[src/rtl/rpw_pkg.sv]
package rpw_pkg;
   localparam int unsigned RPW_BYTE_W  = 8;
   localparam int unsigned RPW_NUM_EVT = 2;

   typedef enum logic [1:0] {
      ACC_IDLE  = 2'd0,
      ACC_READ  = 2'd1,
      ACC_WRITE = 2'd2
   } acc_kind_e;
endpackage

[src/rtl/rpw_ptr_ctrl.sv]
module rpw_ptr_ctrl #(
   parameter int unsigned AW        = 8,
   parameter int unsigned NUM_HOLD  = 4,
   parameter logic [NUM_HOLD*AW-1:0] HOLD_LIST = {8'h29, 8'h2D, 8'h4F, 8'h7F},
   parameter logic [AW-1:0] IDX_ADDR  = 8'h60,
   parameter logic [AW-1:0] PORT_ADDR = 8'h61
) (
   input  logic          clk,
   input  logic          rst_n,
   input  logic          load_i,
   input  logic [AW-1:0] addr_i,
   input  logic          step_i,
   output logic [AW-1:0] ptr_o
);
   if (NUM_HOLD < 1) begin : g_bad_hold
      $error("rpw_ptr_ctrl: NUM_HOLD must be at least 1");
   end

   logic [AW-1:0]       ptr_q;
   logic [NUM_HOLD-1:0] hit;
   logic                hold;

   for (genvar i = 0; i < NUM_HOLD; i++) begin : g_hit
      assign hit[i] = (ptr_q == HOLD_LIST[i*AW +: AW]);
   end

   assign hold = (|hit) || (ptr_q == IDX_ADDR) || (ptr_q == PORT_ADDR);

   always_ff @(posedge clk or negedge rst_n) begin
      if (!rst_n)                ptr_q <= '0;
      else if (load_i)           ptr_q <= addr_i;
      else if (step_i && !hold)  ptr_q <= ptr_q + 1'b1;
   end

   assign ptr_o = ptr_q;

   assert_load_R1: assert property (@(posedge clk) disable iff (!rst_n)
      load_i |=> ptr_q == $past(addr_i));

   assert_step_R2: assert property (@(posedge clk) disable iff (!rst_n)
      (step_i && !load_i && !(|hit) && ptr_q != IDX_ADDR && ptr_q != PORT_ADDR)
         |=> ptr_q == $past(ptr_q) + 1'b1);

   assert_hold_R3: assert property (@(posedge clk) disable iff (!rst_n)
      (!load_i && (|hit)) |=> $stable(ptr_q));

   assert_idx_hold_R4: assert property (@(posedge clk) disable iff (!rst_n)
      (!load_i && (ptr_q == IDX_ADDR || ptr_q == PORT_ADDR)) |=> $stable(ptr_q));
endmodule

[src/rtl/rpw_bank_window.sv]
module rpw_bank_window #(
   parameter int unsigned DW    = 8,
   parameter int unsigned DEPTH = 200,
   localparam int unsigned IW   = (DEPTH > 1) ? $clog2(DEPTH) : 1
) (
   input  logic          clk,
   input  logic          rst_n,
   input  logic          idx_wr_i,
   input  logic          port_wr_i,
   input  logic          port_rd_i,
   input  logic [DW-1:0] wdata_i,
   output logic [DW-1:0] idx_o,
   output logic [DW-1:0] port_data_o
);
   if (DEPTH < 2 || IW > DW) begin : g_bad_depth
      $error("rpw_bank_window: DEPTH must be 2..2**DW");
   end

   localparam logic [IW-1:0] LAST_IDX = IW'(DEPTH - 1);

   logic [DW-1:0] store_q [DEPTH];
   logic [IW-1:0] idx_q;
   logic [IW-1:0] idx_inc;
   logic [IW-1:0] idx_clamped;

   if ((1 << IW) == DEPTH) begin : g_wrap_pow2
      assign idx_inc = idx_q + 1'b1;
   end else begin : g_wrap_cmp
      assign idx_inc = (idx_q == LAST_IDX) ? '0 : idx_q + 1'b1;
   end

   assign idx_clamped = (wdata_i > DW'(DEPTH - 1)) ? LAST_IDX : wdata_i[IW-1:0];

   always_ff @(posedge clk or negedge rst_n) begin
      if (!rst_n) begin
         idx_q <= '0;
         for (int i = 0; i < DEPTH; i++) store_q[i] <= '0;
      end else if (idx_wr_i) begin
         idx_q <= idx_clamped;
      end else if (port_wr_i) begin
         store_q[idx_q] <= wdata_i;
         idx_q          <= idx_inc;
      end else if (port_rd_i) begin
         idx_q <= idx_inc;
      end
   end

   assign idx_o       = DW'(idx_q);
   assign port_data_o = store_q[idx_q];

   assert_idx_range_R4: assert property (@(posedge clk) disable iff (!rst_n)
      int'(idx_q) < int'(DEPTH));

   assert_idx_clamp_R4: assert property (@(posedge clk) disable iff (!rst_n)
      (idx_wr_i && wdata_i >= DW'(DEPTH)) |=> idx_q == LAST_IDX);

   assert_port_adv_R5: assert property (@(posedge clk) disable iff (!rst_n)
      (!idx_wr_i && (port_wr_i || port_rd_i))
         |=> int'(idx_q) == ((int'($past(idx_q)) == int'(DEPTH) - 1) ? 0 : int'($past(idx_q)) + 1));

   assert_port_store_R5: assert property (@(posedge clk) disable iff (!rst_n)
      (!idx_wr_i && port_wr_i) |=> store_q[$past(idx_q)] == $past(wdata_i));
endmodule

[src/rtl/rpw_evt_reg.sv]
module rpw_evt_reg #(
   parameter int unsigned NEV = 2
) (
   input  logic           clk,
   input  logic           rst_n,
   input  logic [NEV-1:0] set_i,
   input  logic           ack_wr_i,
   input  logic [NEV-1:0] ack_i,
   output logic [NEV-1:0] pend_o
);
   logic [NEV-1:0] pend_q;
   logic [NEV-1:0] clr;

   assign clr = ack_wr_i ? ack_i : '0;

   always_ff @(posedge clk or negedge rst_n) begin
      if (!rst_n) pend_q <= '0;
      else        pend_q <= (pend_q & ~clr) | set_i;
   end

   assign pend_o = pend_q;

   for (genvar i = 0; i < NEV; i++) begin : g_chk
      assert_set_R8: assert property (@(posedge clk) disable iff (!rst_n)
         set_i[i] |=> pend_q[i]);
      assert_ack_R7: assert property (@(posedge clk) disable iff (!rst_n)
         (ack_wr_i && ack_i[i] && !set_i[i]) |=> !pend_q[i]);
      assert_keep_R7: assert property (@(posedge clk) disable iff (!rst_n)
         (!set_i[i] && !(ack_wr_i && ack_i[i])) |=> $stable(pend_q[i]));
   end
endmodule

[src/rtl/reg_ptr_window.sv]
module reg_ptr_window
   import rpw_pkg::*;
#(
   parameter int unsigned AW         = 8,
   parameter int unsigned DW         = RPW_BYTE_W,
   parameter int unsigned BANK_DEPTH = 200,
   parameter int unsigned NUM_HOLD   = 4,
   parameter logic [NUM_HOLD*AW-1:0] HOLD_LIST = {8'h29, 8'h2D, 8'h4F, 8'h7F},
   parameter logic [AW-1:0] EVT_ADDR  = 8'h02,
   parameter logic [AW-1:0] IDX_ADDR  = 8'h60,
   parameter logic [AW-1:0] PORT_ADDR = 8'h61
) (
   input  logic          clk,
   input  logic          rst_n,
   input  logic          txn_start_i,
   input  logic [AW-1:0] addr_i,
   input  logic          wr_i,
   input  logic [DW-1:0] wr_data_i,
   input  logic          rd_i,
   output logic [DW-1:0] rd_data_o,
   input  logic          rtc_evt_i,
   input  logic          wdt_evt_i
);
   localparam int unsigned NUM_REGS = 1 << AW;
   localparam int unsigned NEV      = RPW_NUM_EVT;

   if (EVT_ADDR == IDX_ADDR || EVT_ADDR == PORT_ADDR || IDX_ADDR == PORT_ADDR) begin : g_bad_map
      $error("reg_ptr_window: special register addresses must differ");
   end
   if (DW <= NEV) begin : g_bad_dw
      $error("reg_ptr_window: DW must exceed the event count");
   end

   acc_kind_e     acc;
   logic [AW-1:0] ptr;
   logic [DW-1:0] idx_val;
   logic [DW-1:0] bank_val;
   logic [NEV-1:0] pend;
   logic [DW-1:0] regs_q [NUM_REGS];
   logic          at_idx, at_port, at_evt;

   always_comb begin
      if (txn_start_i) acc = ACC_IDLE;
      else if (wr_i)   acc = ACC_WRITE;
      else if (rd_i)   acc = ACC_READ;
      else             acc = ACC_IDLE;
   end

   assign at_idx  = (ptr == IDX_ADDR);
   assign at_port = (ptr == PORT_ADDR);
   assign at_evt  = (ptr == EVT_ADDR);

   rpw_ptr_ctrl #(
      .AW(AW), .NUM_HOLD(NUM_HOLD), .HOLD_LIST(HOLD_LIST),
      .IDX_ADDR(IDX_ADDR), .PORT_ADDR(PORT_ADDR)
   ) u_ptr (
      .clk(clk), .rst_n(rst_n),
      .load_i(txn_start_i), .addr_i(addr_i),
      .step_i(acc != ACC_IDLE), .ptr_o(ptr)
   );

   rpw_bank_window #(.DW(DW), .DEPTH(BANK_DEPTH)) u_bank (
      .clk(clk), .rst_n(rst_n),
      .idx_wr_i(acc == ACC_WRITE && at_idx),
      .port_wr_i(acc == ACC_WRITE && at_port),
      .port_rd_i(acc == ACC_READ && at_port),
      .wdata_i(wr_data_i),
      .idx_o(idx_val), .port_data_o(bank_val)
   );

   rpw_evt_reg #(.NEV(NEV)) u_evt (
      .clk(clk), .rst_n(rst_n),
      .set_i({{(NEV-1){wdt_evt_i}}, wdt_evt_i | rtc_evt_i}),
      .ack_wr_i(acc == ACC_WRITE && at_evt),
      .ack_i(wr_data_i[NEV-1:0]),
      .pend_o(pend)
   );

   always_ff @(posedge clk or negedge rst_n) begin
      if (!rst_n) begin
         for (int i = 0; i < NUM_REGS; i++) regs_q[i] <= '0;
      end else if (acc == ACC_WRITE && !at_idx && !at_port) begin
         regs_q[ptr] <= wr_data_i;
      end
   end

   always_comb begin
      if (at_idx)       rd_data_o = idx_val;
      else if (at_port) rd_data_o = bank_val;
      else if (at_evt)  rd_data_o = {regs_q[EVT_ADDR][DW-1:NEV], pend};
      else              rd_data_o = regs_q[ptr];
   end

   assert_plain_wr_R2: assert property (@(posedge clk) disable iff (!rst_n)
      (acc == ACC_WRITE && !at_idx && !at_port && !at_evt) |=> regs_q[$past(ptr)] == $past(wr_data_i));

   assert_start_wins_R1: assert property (@(posedge clk) disable iff (!rst_n)
      txn_start_i |=> $stable(idx_val));
endmodule

[config.mk]
export PLATFORM = sky130hd
export DESIGN_NAME = reg_ptr_window
export DESIGN_NICKNAME = d
export VERILOG_FILES = /design/src/rtl/rpw_pkg.sv /design/src/rtl/rpw_ptr_ctrl.sv /design/src/rtl/rpw_bank_window.sv /design/src/rtl/rpw_evt_reg.sv /design/src/rtl/reg_ptr_window.sv
export SDC_FILE = /design/constraint.sdc
export NUM_CORES = 2
export LEC_CHECK = 0
export BUFFER_PORTS_ARGS = -buffer_cell sky130_fd_sc_hd__buf_2
export CAP_MARGIN = 40
export CORE_MARGIN = 2
export CORE_UTILIZATION = 64
export DETAILED_ROUTE_END_ITERATION = 16
export GPL_TIMING_DRIVEN = 0
export PLACE_DENSITY = 0.8
export SLEW_MARGIN = 20
export SYNTH_ARGS = -nofsm -noshare
export SYNTH_HDL_FRONTEND = slang
export SYNTH_HIERARCHICAL = 1
export SYNTH_SLANG_ARGS = --single-unit
[constraint.sdc]
create_clock -name clk -period 5.31 [get_ports clk]
set_input_delay 1.062 -clock clk [delete_from_list [all_inputs] [get_ports clk]]
set_output_delay 1.062 -clock clk [all_outputs]
set_load 0.005 [all_outputs]
# Word level (Yosys, flattened, before mapping)
# Cells that the tools add are included.
[word_totals] rom_bits=0 elab_cells=528 ram_bits=0 latchBits=0 in_bits=23 regBits=3666 mem_count=0 output_inout_bits=8
[op_classes] n_shift=0 reduce_logical=19 add_sub_neg=2 mul=0 div=0 magnitude_cmp=5 n_eq_ne=10 muxes=26 bitwise_logic=7
[ops] cell="$bwmux W2048" count=1
[ops] cell="$bwmux W1600" count=1
[ops] cell="$bmux W8 S8" count=2
[ops] cell="$demux W8 S8" count=2
[ops] cell="$mux W8" count=16
[ops] cell="$eq A8 B7 Y1 const B" count=4
[ops] cell="$ge A9 B9 Y1 const B" count=2
[ops] cell="$lt A9 B1 Y1 const B" count=2
[ops] cell="$not A8 Y9" count=2
[ops] cell="$add A8 B1 Y8 const B" count=2
[ops] cell="$eq A8 B6 Y1 const B" count=2
[ops] cell="$logic_and A1 B1 Y1" count=9
[ops] cell="$eq A8 B2 Y1 const B" count=1
[ops] cell="$eq A8 B8 Y1 const B" count=1
[ops] cell="$gt A8 B8 Y1 const B" count=1
[ops] cell="$mux W2" count=3
[ops] cell="$reduce_bool A2 Y1" count=2
[ops] cell="$reduce_or A4 Y1" count=1
[ops] cell="$logic_not A1 Y1" count=3
[ops] cell="$reduce_bool A3 Y1" count=1
[ops] cell="$and A2 B2 Y2" count=1
[ops] cell="$eq A2 B1 Y1 const B" count=1
[ops] cell="$eq A2 B2 Y1 const B" count=1
[ops] cell="$logic_or A1 B1 Y1" count=2
[ops] cell="6 further kinds" count=6

# Depth between registers and ports, before layout
[logic_depth] depth_word=9 ltp_mapped=17 ltp_nobuf=11

# By module
# Netlist, hierarchy kept.
[by_module_without_submodules] module="reg_ptr_window" n_inst=1 cells_each=6115 seq_area_each_um2=51249.2 area_each_um2=93932.6
[by_module_without_submodules] module="rpw_bank_window" n_inst=1 cells_each=4774 seq_area_each_um2=40238.6 area_each_um2=73888.4
[by_module_without_submodules] module="rpw_ptr_ctrl" n_inst=1 cells_each=74 seq_area_each_um2=200.2 area_each_um2=630.6
[by_module_without_submodules] module="rpw_evt_reg" n_inst=1 cells_each=6 seq_area_each_um2=50.0 area_each_um2=72.6

# Worst setup path before layout
# Ideal clock, no wire load.
[synth_timing] kind="reg-to-output" from="register u_bank.idx_q[0], in the netlist u_bank/idx_o[0]" to="output rd_data_o[6]" t_arrival_ps=3067 required_ps=4248 stages_incl_launch_ff=13 path_buffers=3 path_slack_ps=1181 path_cell_list="dfrtp_1 > buf_6 > buf_6 > buf_2 > mux4_2 > mux4_2 > a211oi_2 > o31ai_1 > a22oi_1 > nor3_1 > nor4_1 > nand4_1 > o22a_1"
[synth_via] elab_chain_len=6
[synth_rtl] element="from (decl)" line="rpw_bank_window.sv:22" text="logic [IW-1:0] idx_q;"
[synth_rtl] element="from (signal assigned)" line="rpw_bank_window.sv:39" text="idx_q <= idx_clamped;"
[synth_rtl] element="from (signal assigned)" line="rpw_bank_window.sv:42" text="idx_q <= idx_inc;"
[synth_rtl] element="from (signal assigned)" line="rpw_bank_window.sv:44" text="idx_q <= idx_inc;"
[synth_rtl] element="$not A8 Y9 (implied by the code)" line="rpw_bank_window.sv:49" text="assign port_data_o = store_q[idx_q];"
[synth_rtl] element="$bmux W8 S8" line="rpw_bank_window.sv:49"
[synth_rtl] element="$mux W8 (implied by the code) (2 in a row)" line="rpw_bank_window.sv:49"
[synth_rtl] element="net bank_val[6]" line="reg_ptr_window.sv:37" text="logic [DW-1:0] bank_val;"
[synth_rtl] element="$mux W8" line="reg_ptr_window.sv:89" text="else if (at_port) rd_data_o = bank_val;"
[synth_rtl] element="$mux W8" line="reg_ptr_window.sv:88" text="if (at_idx) rd_data_o = idx_val;"
[synth_rtl] element="to (decl)" line="reg_ptr_window.sv:20" text="output logic [DW-1:0] rd_data_o,"
# The timed path passes the listed nets, and every way through them passes these cells. The select of a mux whose other input is x is not followed.

# Worst setup path in the final report
[layout_timing] from="register u_bank.idx_q[1], in the netlist u_bank/idx_o[1]" to="output rd_data_o[6]"
# Same word-level chain as after synthesis.

==> results by group <==
GRT
  • Vias in the first global route: 115k
  • Total gr overflow: 0
  • Maximum number of pins on one net before global-route repair: 155
  • Initial antenna violation count: 71
  • GRT Total Usage: 49.7%
  • First-pass GRT wire length: 906 mm

STA
  • Final worst slack: -1.40 ns
  • Least-Margin Pin Slew: 1.03 ns
  • Final TNS setup: -13.97 ns
  • Slew HR: 31.4%
  • Worst hold slack: 0.131 ns
  • Max Clk Rate: 0.149 GHz
  • Slew Limit Fails: 0
  • Endpoints failing hold: 0
  • Fin crit period: 6.71 ns
  • RSZ-0062 raised after global routing: yes
  • Final cycle utilization of the critical path: 126%
  • Final setup violation count: 141
  • Layout Skew: 0.0450 ns

Synth
  • Post-synth ARST share: 100%
  • Mapped cell area: 0.169 mm²
  • Synth Warn #: 6
  • Most used flip-flop cell after synthesis: dfrtp_1
  • Post-synth EDFFs: 0
  • Synthesized Nets: 11.0k
  • Seq/Total Area, Yosys: 54.4%
  • Synthesis-stage register bit count: 3666
  • Yosys cell types: 91
  • Post-Syn Instances: 11.0k
  • Mean Syn Cell Area: 15.4 µm²

Placement
  • Final GP Congestion: 1.07
  • Dpl cells: 14.7k
  • Port Buffer Count: 24
  • DPL Wire Length: 458 mm
  • Post-Place Setup Slack: -2.31 ns

Run status
  • Failing checks: setup timing
  • Status: finished, violations left

Final layout
  • Final Non-Filler Cells: 15.5k
  • Syn-to-layout area delta: 14.8%
  • Nets: 11.7k
  • Layout cells sized above 1: 50.0%
  • # fillers: 16.3k

Routing
  • Antenna-violating nets left: 0
  • Detailed Route WL: 659 mm
  • Total vias in the final route: 114k
  • Via density: 7.34
  • DRC viols: 0
  • Drt pass-1 iters: 8
  • Detailed Route Iter0 Violations: 14.9k
  • WL/cell: 42.4 µm

CTS
  • CTS H-tree lvls: 5
  • Clk_lat worst skew: 0.99 ns
  • Clock Tree Buf Depth: 4
  • CTS sink cnt: 3666
  • Count of hold-fix buffers inserted at cts: 0
  • CTS tree: yes
  • Num CTS Buffers: 380
  • Worst-path clk slew: 0.06 ns
  • Root Driver: clkbuf_16

Worst setup path
  • Worst EP required: 4.25 ns
  • Setup Crit Path Kind: register to output pin
  • Element type at the critical path start: register
  • CP Max Fanout: 10
  • CP endpoint kind: output pin
  • Arr. time, crit path: 5.65 ns
  • Worst-case reg-to-reg path depth: 13

Floorplan
  • I/O pins: 31
  • Initial Utilization: 64.3%
  • Core area: 0.262 mm²
  • Rows: 188
  • Die width: 517 µm
  • Die H: 517 µm
  • Die area: 0.267 mm²

Power and ir drop
  • Total Power: 69000 µW
  • IR drop worst, VDD: 423 µV
  • Power per standard cell area: 357 mW/mm²
  • LEAKAGE: 0.0937 µW

Job
  • Max-Cap Viols: 0

Min path
  • Hold WC Path Type: primary input to async pin
## Yosys cell counts (51+ instances only)
master	count	area (µm²)
nand2_1	520	1950
mux2i_1	247	2470
mux2_1	141	1590
o21ai_0	54	270
mux2_2	3504	39500
a22oi_1	119	893
nor2_1	146	548
nand3_1	51	255
buf_4	54	405
clkbuf_1	528	1980
buf_2	175	876
a21oi_1	63	315
o22ai_1	96	601
mux4_2	804	18100
nor2_2	53	332
dfrtp_1	3666	91700
buf_6	60	676
## worst paths after layout
path	start	end	slack (ns)
setup / recovery	u_bank/idx_o[1]	rd_data_o[6]	-1.40
hold / removal	rst_n	u_bank/store_q[1356]	0.13
setup reg to reg	u_ptr/ptr_o[3]	u_bank/store_q[407]	-0.10
hold reg to reg	regs_q[1278]	regs_q[1278]	0.46
max in group asynchronous	rst_n	regs_q[1058]	0.89
min in group clk	addr_i[7]	u_ptr/ptr_o[7]	0.31
## report_power, final
group	switching [µW]	leakage (µW)	internal, µW
sequential	480	0.0509	28700
clock	11800	0.00653	16800
combinational	7380	0.0363	3830
total	19600	0.0937	49400
## logic make-up (layout without fill, tap and decap cells)
| logic type | after synthesis | after routing | share of synthesized area (%) |
|---|---|---|---|
| XOR/XNOR | 6 | 6 | 0.0312 |
| multiplexers | 4731 | 4731 | 37.1 |
| AO/OA/AOI/OAI | 624 | 624 | 2.67 |
| buffers and inverters | 879 | 1871 | 2.71 |
| other | 0 | 67 | 0 |
| flip-flops | 3666 | 3666 | 54.4 |
| AND/OR/NAND/NOR | 1056 | 1056 | 2.98 |
| adder cells (fa/ha/maj) | 7 | 7 | 0.0520 |
## routing by layer
metal  global-route usage, %  vias up  share of wire [%]
met5                  0.0180        -              0.072
li1                        -    42500                  -
met3                    18.9     2912                 12
met4                    48.2       48                 12
met1                    58.2    60400                 33
met2                    69.6     8316                 43
## state kept, by name, summed over array words and instances (netlist names)
name and flops:
regs_q 2048, u_bank/idx_o 8, u_bank/store_q 1600, u_evt/pend_o 2, u_ptr/ptr_o 8
## cell type report
class	count	area, µm²	share of cell area, %
Tap cell	3515	4400	2.27
Antenna cell	67	168	0.0867
Multi-Input combinational cell	6424	73500	38.0
Clock inverter	154	2150	1.11
Inverter	14	52.6	0.0272
Sequential cell	3666	91800	47.4
Clock buffer	539	11100	5.76
Timing Repair Buffer	310	3890	2.01
Buffer	854	6350	3.28
## cells in the final DEF, fill, tap and decap left out, drive strengths merged, types with 8 or more instances in the layout
cell	synthesis	final
mux2i	247	247
a31o	9	9
bufinv	0	45
a2111oi	10	10
o31ai	13	13
nand2b	26	26
nand3	55	55
mux4	839	839
a221oi	36	36
a211oi	46	46
o21bai	12	12
and2	27	27
buf	337	643
nor2b	38	38
clkinv	0	79
o22ai	96	96
or3	14	14
inv	14	26
a21oi	63	63
o22a	12	12
o211ai	25	25
clkinvlp	0	18
a311o	8	8
a22o	12	12
a22oi	119	119
clkbuf	528	1060
o311a	8	8
nand4	16	16
and3	16	16
a31oi	29	29
mux2	3645	3645
o21ai	61	61
o221ai	22	22
nor3	48	48
nand2	553	553
nor2	211	211
diode	0	67
dfrtp	3666	3666
nor4	10	10
## critical path, stage by stage (launching register included)
cell      delay [ns]
dfrtp_4         0.53
buf_12          0.19
buf_16          0.19
buf_16          0.19
buf_16          0.18
buf_16          0.16
buf_4           0.11
mux2i_1         0.19
a22oi_1         0.11
o211ai_1        0.21
a31oi_4         0.20
a211oi_4        0.47
o31ai_4         0.24
a22oi_2         0.34
nor3_4          0.12
nor4_2          0.21
nand4_1         0.35
o22a_2          0.45
buf_2           0.16
## stage by stage
step | cell area, µm² | utilization (%)
global placement | 173000 | 66.0
floorplan | 169000 | -
global route | 193000 | 73.8
finish | 193000 | 73.8
CTS | 192000 | 73.4
detailed placement | 176000 | 67.1
## repair_timing
action,in CTS,in global routing
pin swaps,33,45
setup endpoints to repair,1617,997
buffers inserted,83,36
cloned,0,0
gates resized for setup,627,142
(Power assumes the default switching activity.)
